<file path="src/rtl/wsc_pkg.sv">
`timescale 1ns/1ps
// Package: shared phase encoding for the wait-state controller.
// Assumes one bus cycle in flight at a time.
package wsc_pkg;
    typedef enum logic [2:0] {
        PH_IDLE  = 3'd0,
        PH_ADDR  = 3'd1,
        PH_WAIT  = 3'd2,
        PH_DATA  = 3'd3,
        PH_FLOAT = 3'd4
    } phase_t;
endpackage

</file>
<file path="src/rtl/wsc_wait_calc.sv">
`timescale 1ns/1ps
// Module: wsc_wait_calc
// Turns the active-low wait-state code into a wait count.
// Standard timing: count is the inverted code. Extended timing: the count is
// forced odd (1 or 3 for a 2-bit code). An access outside the region gets zero.
// Assumes a purely combinational use; the sequencer latches the result.
module wsc_wait_calc #(
    parameter int WS_W = 2
) (
    input  logic [WS_W-1:0] ws_n,
    input  logic            ext,
    input  logic            hit,
    output logic [WS_W-1:0] count
);
    localparam logic [WS_W-1:0] ODD_BIT = WS_W'(1);

    // Wait-count selection from code, timing mode and region hit.
    always_comb begin
        if (!hit)
            count = '0;
        else if (ext)
            count = ~ws_n | ODD_BIT;
        else
            count = ~ws_n;
    end

    // extended timing on a hit never yields an even count.
    always_comb begin
        if (hit && ext)
            p_ext_odd_r4: assert (count[0] == 1'b1);
    end
endmodule

</file>
<file path="src/rtl/wsc_phase_fsm.sv">
`timescale 1ns/1ps
// Module: wsc_phase_fsm
// Sequences idle -> address -> waits -> data -> (float) -> idle.
// It latches the wait count, direction and timing mode at the start edge.
// The wait input can hold the last wait state when enabled.
// Assumes synchronous inputs; an asynchronous wait input must be synchronised upstream.
module wsc_phase_fsm
    import wsc_pkg::*;
#(
    parameter int CNT_W = 2
) (
    input  logic             clk,
    input  logic             rst_n,
    input  logic             cyc_start,
    input  logic             cyc_read,
    input  logic [CNT_W-1:0] ws_count,
    input  logic             ext,
    input  logic             wait_en,
    input  logic             wait_n,
    output phase_t           phase
);
    localparam logic [CNT_W-1:0] ONE = CNT_W'(1);

    logic [CNT_W-1:0] rem;
    logic             lat_read;
    logic             lat_ext;
    logic             stretch;

    // Wait extension request from the real-time input.
    assign stretch = wait_en && !wait_n;

    // Phase state register with latched cycle attributes.
    always_ff @(posedge clk) begin
        if (!rst_n) begin
            phase    <= PH_IDLE;
            rem      <= '0;
            lat_read <= 1'b0;
            lat_ext  <= 1'b0;
        end else begin
            unique case (phase)
                PH_IDLE: begin
                    if (cyc_start) begin
                        phase    <= PH_ADDR;
                        rem      <= ws_count;
                        lat_read <= cyc_read;
                        lat_ext  <= ext;
                    end
                end
                PH_ADDR: phase <= (rem == '0) ? PH_DATA : PH_WAIT;
                PH_WAIT: begin
                    if (rem > ONE)
                        rem <= rem - ONE;
                    else if (!stretch)
                        phase <= PH_DATA;
                end
                PH_DATA:  phase <= (lat_read && lat_ext) ? PH_FLOAT : PH_IDLE;
                PH_FLOAT: phase <= PH_IDLE;
                default:  phase <= PH_IDLE;
            endcase
        end
    end

    // the address phase lasts one cycle and leads to a wait or data phase.
    p_addr_single_r2: assert property (@(posedge clk) disable iff (!rst_n)
        (phase == PH_ADDR) |=> (phase == PH_WAIT || phase == PH_DATA));

    // an extended-timing read always passes through the float phase.
    p_float_read_r6: assert property (@(posedge clk) disable iff (!rst_n)
        (phase == PH_DATA && lat_read && lat_ext) |=> (phase == PH_FLOAT));

    // a write never gets a float phase.
    p_write_nofloat_r6: assert property (@(posedge clk) disable iff (!rst_n)
        (phase == PH_DATA && !lat_read) |=> (phase == PH_IDLE));

    // a low sample on the last wait state holds the wait phase.
    p_wait_hold_r8: assert property (@(posedge clk) disable iff (!rst_n)
        (phase == PH_WAIT && rem == ONE && wait_en && !wait_n) |=> (phase == PH_WAIT));

    // no new address phase can begin except from idle.
    p_start_ignored_r10: assert property (@(posedge clk) disable iff (!rst_n)
        (phase != PH_IDLE) |=> (phase != PH_ADDR));
endmodule

</file>
<file path="src/rtl/wsc_wclk_gen.sv">
`timescale 1ns/1ps
// Module: wsc_wclk_gen
// Wait clock output: inverts every clock while enabled, held low otherwise.
// Assumes the output is consumed as a registered signal (period = two clocks).
module wsc_wclk_gen (
    input  logic clk,
    input  logic rst_n,
    input  logic en,
    output logic wclk
);
    // Toggle flop gated by the enable.
    always_ff @(posedge clk) begin
        if (!rst_n)
            wclk <= 1'b0;
        else
            wclk <= en ? ~wclk : 1'b0;
    end

    // disabled wait clock is low at the next edge.
    p_wclk_off_r11: assert property (@(posedge clk) disable iff (!rst_n)
        !en |=> !wclk);

    // enabled wait clock changes level at every edge.
    p_wclk_toggle_r11: assert property (@(posedge clk) disable iff (!rst_n)
        en |=> (wclk != $past(wclk)));
endmodule

</file>
<file path="src/rtl/ext_bus_wait_ctrl.sv">
`timescale 1ns/1ps
// Module: ext_bus_wait_ctrl
// Top of the external bus wait-state controller for one address region.
// Derives the wait count and timing mode, sequences the bus phases and
// drives the wait clock. Address decode and memory are outside this block.
module ext_bus_wait_ctrl
    import wsc_pkg::*;
#(
    parameter int WS_W = 2
) (
    input  logic            clk,
    input  logic            rst_n,
    input  logic            cyc_start,
    input  logic            cyc_read,
    input  logic            region_hit,
    input  logic [WS_W-1:0] cfg_ws_n,
    input  logic            cfg_float_n,
    input  logic            cfg_fetch,
    input  logic            wait_en,
    input  logic            wait_n,
    input  logic            wclk_en,
    output logic            ph_addr,
    output logic            ph_wait,
    output logic            ph_data,
    output logic            ph_float,
    output logic            cyc_ready,
    output logic            wclk
);
    localparam int CNT_W = WS_W;

    logic             ext_mode;
    logic [CNT_W-1:0] ws_count;
    phase_t           phase;

    // Extended timing is selected by the low-active bit or by a configuration fetch.
    assign ext_mode = !cfg_float_n || cfg_fetch;

    wsc_wait_calc #(.WS_W(WS_W)) u_calc (
        .ws_n  (cfg_ws_n),
        .ext   (ext_mode),
        .hit   (region_hit),
        .count (ws_count)
    );

    wsc_phase_fsm #(.CNT_W(CNT_W)) u_fsm (
        .clk       (clk),
        .rst_n     (rst_n),
        .cyc_start (cyc_start),
        .cyc_read  (cyc_read),
        .ws_count  (ws_count),
        .ext       (ext_mode),
        .wait_en   (wait_en),
        .wait_n    (wait_n),
        .phase     (phase)
    );

    wsc_wclk_gen u_wclk (
        .clk  (clk),
        .rst_n(rst_n),
        .en   (wclk_en),
        .wclk (wclk)
    );

    // Phase strobe decode.
    always_comb begin
        ph_addr  = (phase == PH_ADDR);
        ph_wait  = (phase == PH_WAIT);
        ph_data  = (phase == PH_DATA);
        ph_float = (phase == PH_FLOAT);
    end

    assign cyc_ready = ph_data;

    // at most one phase strobe is active in any cycle.
    p_one_phase_r2: assert property (@(posedge clk) disable iff (!rst_n)
        $onehot0({ph_addr, ph_wait, ph_data, ph_float}));

    // ready follows a wait or address phase.
    p_ready_order_r2: assert property (@(posedge clk) disable iff (!rst_n)
        $rose(cyc_ready) |-> ($past(ph_wait) || $past(ph_addr)));
endmodule

</file>
<file path="config.mk">
export PLATFORM = sky130hd
export DESIGN_NAME = ext_bus_wait_ctrl
export DESIGN_NICKNAME = d
export VERILOG_FILES = /design/src/rtl/wsc_pkg.sv /design/src/rtl/wsc_wait_calc.sv /design/src/rtl/wsc_phase_fsm.sv /design/src/rtl/wsc_wclk_gen.sv /design/src/rtl/ext_bus_wait_ctrl.sv
export SDC_FILE = /design/constraint.sdc
export NUM_CORES = 1
export LEC_CHECK = 0
export ABC_AREA = 1
export BUFFER_PORTS_ARGS = -buffer_cell sky130_fd_sc_hd__buf_2
export CAP_MARGIN = 20
export CORE_MARGIN = 1.5
export CORE_UTILIZATION = 30
export DETAILED_ROUTE_END_ITERATION = 16
export HOLD_SLACK_MARGIN = 0.1
export PLACE_DENSITY_LB_ADDON = 0.1
export SYNTH_ARGS = -nofsm -noshare
export SYNTH_HDL_FRONTEND = slang
export SYNTH_SLANG_ARGS = --single-unit
</file>
<file path="constraint.sdc">
create_clock -name clk -period 1.48 [get_ports clk]
set_clock_uncertainty 0.2 [all_clocks]
set_input_delay 0.296 -clock clk [delete_from_list [all_inputs] [get_ports clk]]
set_output_delay 0.296 -clock clk [all_outputs]
set_load 0.005 [all_outputs]
</file>
Word-level counts from Yosys, hierarchy flattened
Cells that the tools add are included.

storage, ports and cells
  register bits = 8

cells by class
  reductions and logical operators = 12
  multiplexer cells = 11
  bitwise operators = 2
  equal/unequal tests = 8
  add/sub/neg operators = 1
  $lt $le $gt $ge = 1

operators by type and width
  operator             number
  $mux 3               4
  $pmux 3 s4           1
  $eq 3x2->1 const B   2
  $mux 2               3
  $ne 2x2->1 const B   3
  $reduce_and 3->1     2
  $pmux 2 s2           1
  $reduce_and 2->1     2
  $eq 3x1->1 const B   1
  $eq 3x3->1 const B   1
  $logic_not 3->1      1
  $gt 2x1->1 const B   1
  $logic_and 1x1->1    2
  $logic_not 1->1      2
  $logic_not 2->1      1
  $mux 1               2
  $ne 2x1->1 const B   1
  $not 2->2            1
  $reduce_bool 2->1    1
  $sub 2x1->2 const B  1
  $logic_or 1x1->1     1
  $not 1->1            1

Longest topological paths before layout
  depth after elaboration = 6
  mapped depth = 8
  depth with buffers taken out = 8

Modules after synthesis
Synthesis repeated with hierarchy kept, for this count alone.

second synthesis, totals
  cells, all modules = 73
  area, all modules = 481.7 um2

modules (own cells, without submodules)
  module             cells an instance  area each (um2)  instances
  wsc_phase_fsm      54                 382.9            1
  ext_bus_wait_ctrl  12                 48.8             1
  wsc_wclk_gen       3                  30.0             1
  wsc_wait_calc      4                  20.0             1

Worst setup path before layout
Ideal clock, no wire load.

  kind = register to output
  from = register u_fsm.phase[0]
  to = output ph_data
  slack = 0.221 ns
  required time = 0.984 ns
  arrival = 0.763 ns
  cell stages (with the launch flop) = 4
  buffers on the path = 1
  cells stage by stage = dfxtp_1 > nand3_1 > inv_1 > buf_4

on the way
  longest elaborated chain between the ends = 1

ends and longest elaborated chain
  item                    RTL line                 source
  start, declared         wsc_phase_fsm.sv:20      output phase_t phase
  start signal, assigned  wsc_phase_fsm.sv:49      PH_ADDR: phase <= (rem == '0) ? PH_DATA : PH_WAIT;
  start signal, assigned  wsc_phase_fsm.sv:56      PH_DATA: phase <= (lat_read && lat_ext) ? PH_FLOAT : PH_IDLE;
  $eq 3x2->1              ext_bus_wait_ctrl.sv:68  ph_data = (phase == PH_DATA);
  end, declared           ext_bus_wait_ctrl.sv:24  output logic ph_data,

No other way between the ends.

Worst setup path after layout
  from = register u_fsm.phase[1]
  to = output ph_addr

on the way
  longest elaborated chain between the ends = 1

ends and longest elaborated chain
  item           RTL line                 source
  $eq 3x1->1     ext_bus_wait_ctrl.sv:66  ph_addr = (phase == PH_ADDR);
  end, declared  ext_bus_wait_ctrl.sv:22  output logic ph_addr,

No other way between the ends.

==> impl_metrics.json <==
{
  "status": "finished, final reports clean",
  "port_buffers": 17,
  "rrSetupSlack_ns": 0.13,
  "crit_required_ns": 0.98,
  "synth_cells": 72,
  "yosysWarnings": 0,
  "gp_congestion": 0.752,
  "die_area_um2": 1900,
  "via_per_inst": 4.43,
  "die_h_um": 43.6,
  "route.detailed.drc": 0,
  "ir_worst_vdd_uv": 473,
  "numCtsBuffers": 3,
  "relSlewSlack_pct": 85.0,
  "setup_ws_ns": 0.0103,
  "ioPinCount": 18,
  "leakagePower_nw": 0.377,
  "r2r_start": "u_fsm.phase[0]",
  "area_growth_syn_to_layout_pct": 43.3,
  "powerDensity_nw_per_um2": 953,
  "hp-class": "input pin to register",
  "drive_above_1_share_pct": 42.9,
  "grt_pass1_vias": 434,
  "worst-setup-path-type": "register to output pin",
  "end_kind": "output pin",
  "yosysSeqAreaShare_pct": 32.4,
  "power_frac_seq_pct": 40.1,
  "start_util_pct": 32.4,
  "final_nets": 114,
  "max_freq_mhz": 680,
  "finalSetupViolCount": 0,
  "power_frac_comb_pct": 33.2,
  "cts_tree": "built",
  "htreeDepth": 1,
  "yosysTopAreaCell": "dfxtp_1",
  "min_period_over_period_pct": 99.3,
  "setup-tns-final_ns": 0,
  "pwr-share-clk_pct": 26.7,
  "die_w_um": 43.6,
  "grt_max_degree": 9,
  "grt_pass1_wl_um": 1760,
  "synth_top_cell_area_share_pct": 32.4,
  "maxSlewViolCount": 0,
  "cts_buffer_depth": 2,
  "swShare_pct": 34.7,
  "stdcell_area_um2": 708,
  "antenna_cells": 0,
  "ys_ff_latch": 8,
  "first_pass_iters": 4,
  "grt_use_total_pct": 13.7,
  "hpwl_um": 787,
  "crit_arrival_ns": 0.97,
  "crit_fanout": 6,
  "vias": 505,
  "worstMarginPinSlew_ns": 0.223,
  "synth_area_um2": 494,
  "synthTopCellsByArea": "dfxtp_1, nand2_1, inv_1",
  "place_ws_ns": 0.0952,
  "internal-power_uw": 440,
  "drtAntennaViolNets": 0,
  "clk_pin_slew_ns": 0.06,
  "timing.rr.end": "u_fsm.rem[0]",
  "grt_overflow": 0,
  "wire_per_inst_um": 9.97,
  "drt_iter0_drc": 6,
  "maxCapViolCount": 0,
  "power_switching_uw": 234,
  "fin_crit_ns": 1.47,
  "cts-root-buf": "clkbuf_4",
  "worstHoldStart": "rst_n",
  "n_fill_cell": 168,
  "hold_viol": 0,
  "num_rows": 14,
  "syn_nets": 86,
  "rsz0062_at_grt": "true",
  "hold_depth": 3,
  "routed_wl_um": 1140,
  "cts.sink_count": 8,
  "rr_worst_depth": 7,
  "syn_avg_cell_area_um2": 6.86,
  "setup.worst_path.start_class": "register",
  "synthDistinctLibCells": 20,
  "whs_endpoint": "u_fsm.phase[0]",
  "core_area_um2": 1520,
  "antenna_found_initial": 0,
  "insertion_delay_ns": 0.27,
  "placed_area_um2": 584
}
power groups by stage:
stage               clock [mW]  combinational (mW)  sequential, mW
floorplan                    0               0.150           0.261
global placement             0               0.191           0.271
detailed placement           0               0.189           0.272
CTS                      0.186               0.205           0.274
global route             0.196               0.256           0.273
finish                   0.180               0.224           0.271
registers in the layout, summed over array words and instances, names as in the netlist:
name and flops:
u_fsm.lat_ext 1, u_fsm.phase 3, u_wclk.wclk 1, u_fsm.lat_read 1, u_fsm.rem 2
worst max-delay path, stage by stage (launching register included):
cell,delay (ns)
dfxtp_4,0.38
inv_4,0.08
nand3_2,0.09
inv_2,0.06
buf_2,0.10
per-layer routing:
metal	global-route usage [%]	vias up	part of all wire, %
li1	-	280	-
met1	14.8	207	46
met2	19.7	14	44
met3	7.50	4	6.2
met4	10.9	0	3.2
met5	0	-	0
stage by stage:
step                power [mW]  hold WS, ns  std cells  utilization (%)
finish                   0.675        0.111        114             46.5
global route             0.725        0.124        114             46.5
floorplan                0.411        0.210         72                -
detailed placement       0.461        0.197        103             38.3
CTS                      0.664        0.109        110             43.3
global placement         0.462        0.197        103             38.3
synthesized netlist by cell type, drive strengths merged:
cell	number
a21oi	4
buf	2
dfxtp	8
ha	2
inv	14
nand2	18
nand3	9
nand3b	1
nor2	7
nor3	1
nor4	1
o21ai	5
cell type report:
class | count | area, um2 | share of cell area [%]
multi-input cells | 48 | 284 | 40.1
clock buffers | 3 | 22.5 | 3.18
repair buffers | 25 | 150 | 21.2
inverters | 14 | 60.1 | 8.48
flip-flops and latches | 8 | 171 | 24.2
well taps | 16 | 20.0 | 2.83
worst max-delay path by stage:
stage / start / to / slack, ns / cells after the start
3_3_place_gp: u_fsm.phase[1] / ph_wait / 0.11 / 3
4_1_cts: u_fsm.phase[2] / ph_wait / -0.02 / 4
6_report: u_fsm.phase[1] / ph_addr / 0.01 / 4
3_5_place_dp: u_fsm.phase[1] / ph_wait / 0.1 / 3
2_1_floorplan: u_fsm.phase[0] / ph_data / 0.22 / 3
5_1_grt: u_fsm.phase[2] / ph_wait / -0.02 / 4
cells by family after synthesis:
family | after synthesis | share of synthesized area (%)
compound gates | 9 | 9.87
fa+ha+maj | 2 | 5.06
buf+inv | 16 | 13.7
flops | 8 | 32.4
simple gates | 37 | 39.0
repair_timing:
item | CTS | global route
endpoints found under the setup margin | 5 | 5
endpoints found under the hold margin | 2 | 0
hold buffers | 2 | 0
pin swaps | 1 | 1
buffers inserted | 2 | 4
resized for setup | 8 | 5
placed cells by master (no fill, tap or decap), drive strengths merged, types with 3 or more instances in the layout:
master  Yosys  layout
nand2      18      18
nand3       9       9
dfxtp       8       8
nor2        7       7
inv        14      14
a21oi       4       4
o21ai       5       5
clkbuf      0       3
buf         2      23
Power figures use the tool's default switching activity.
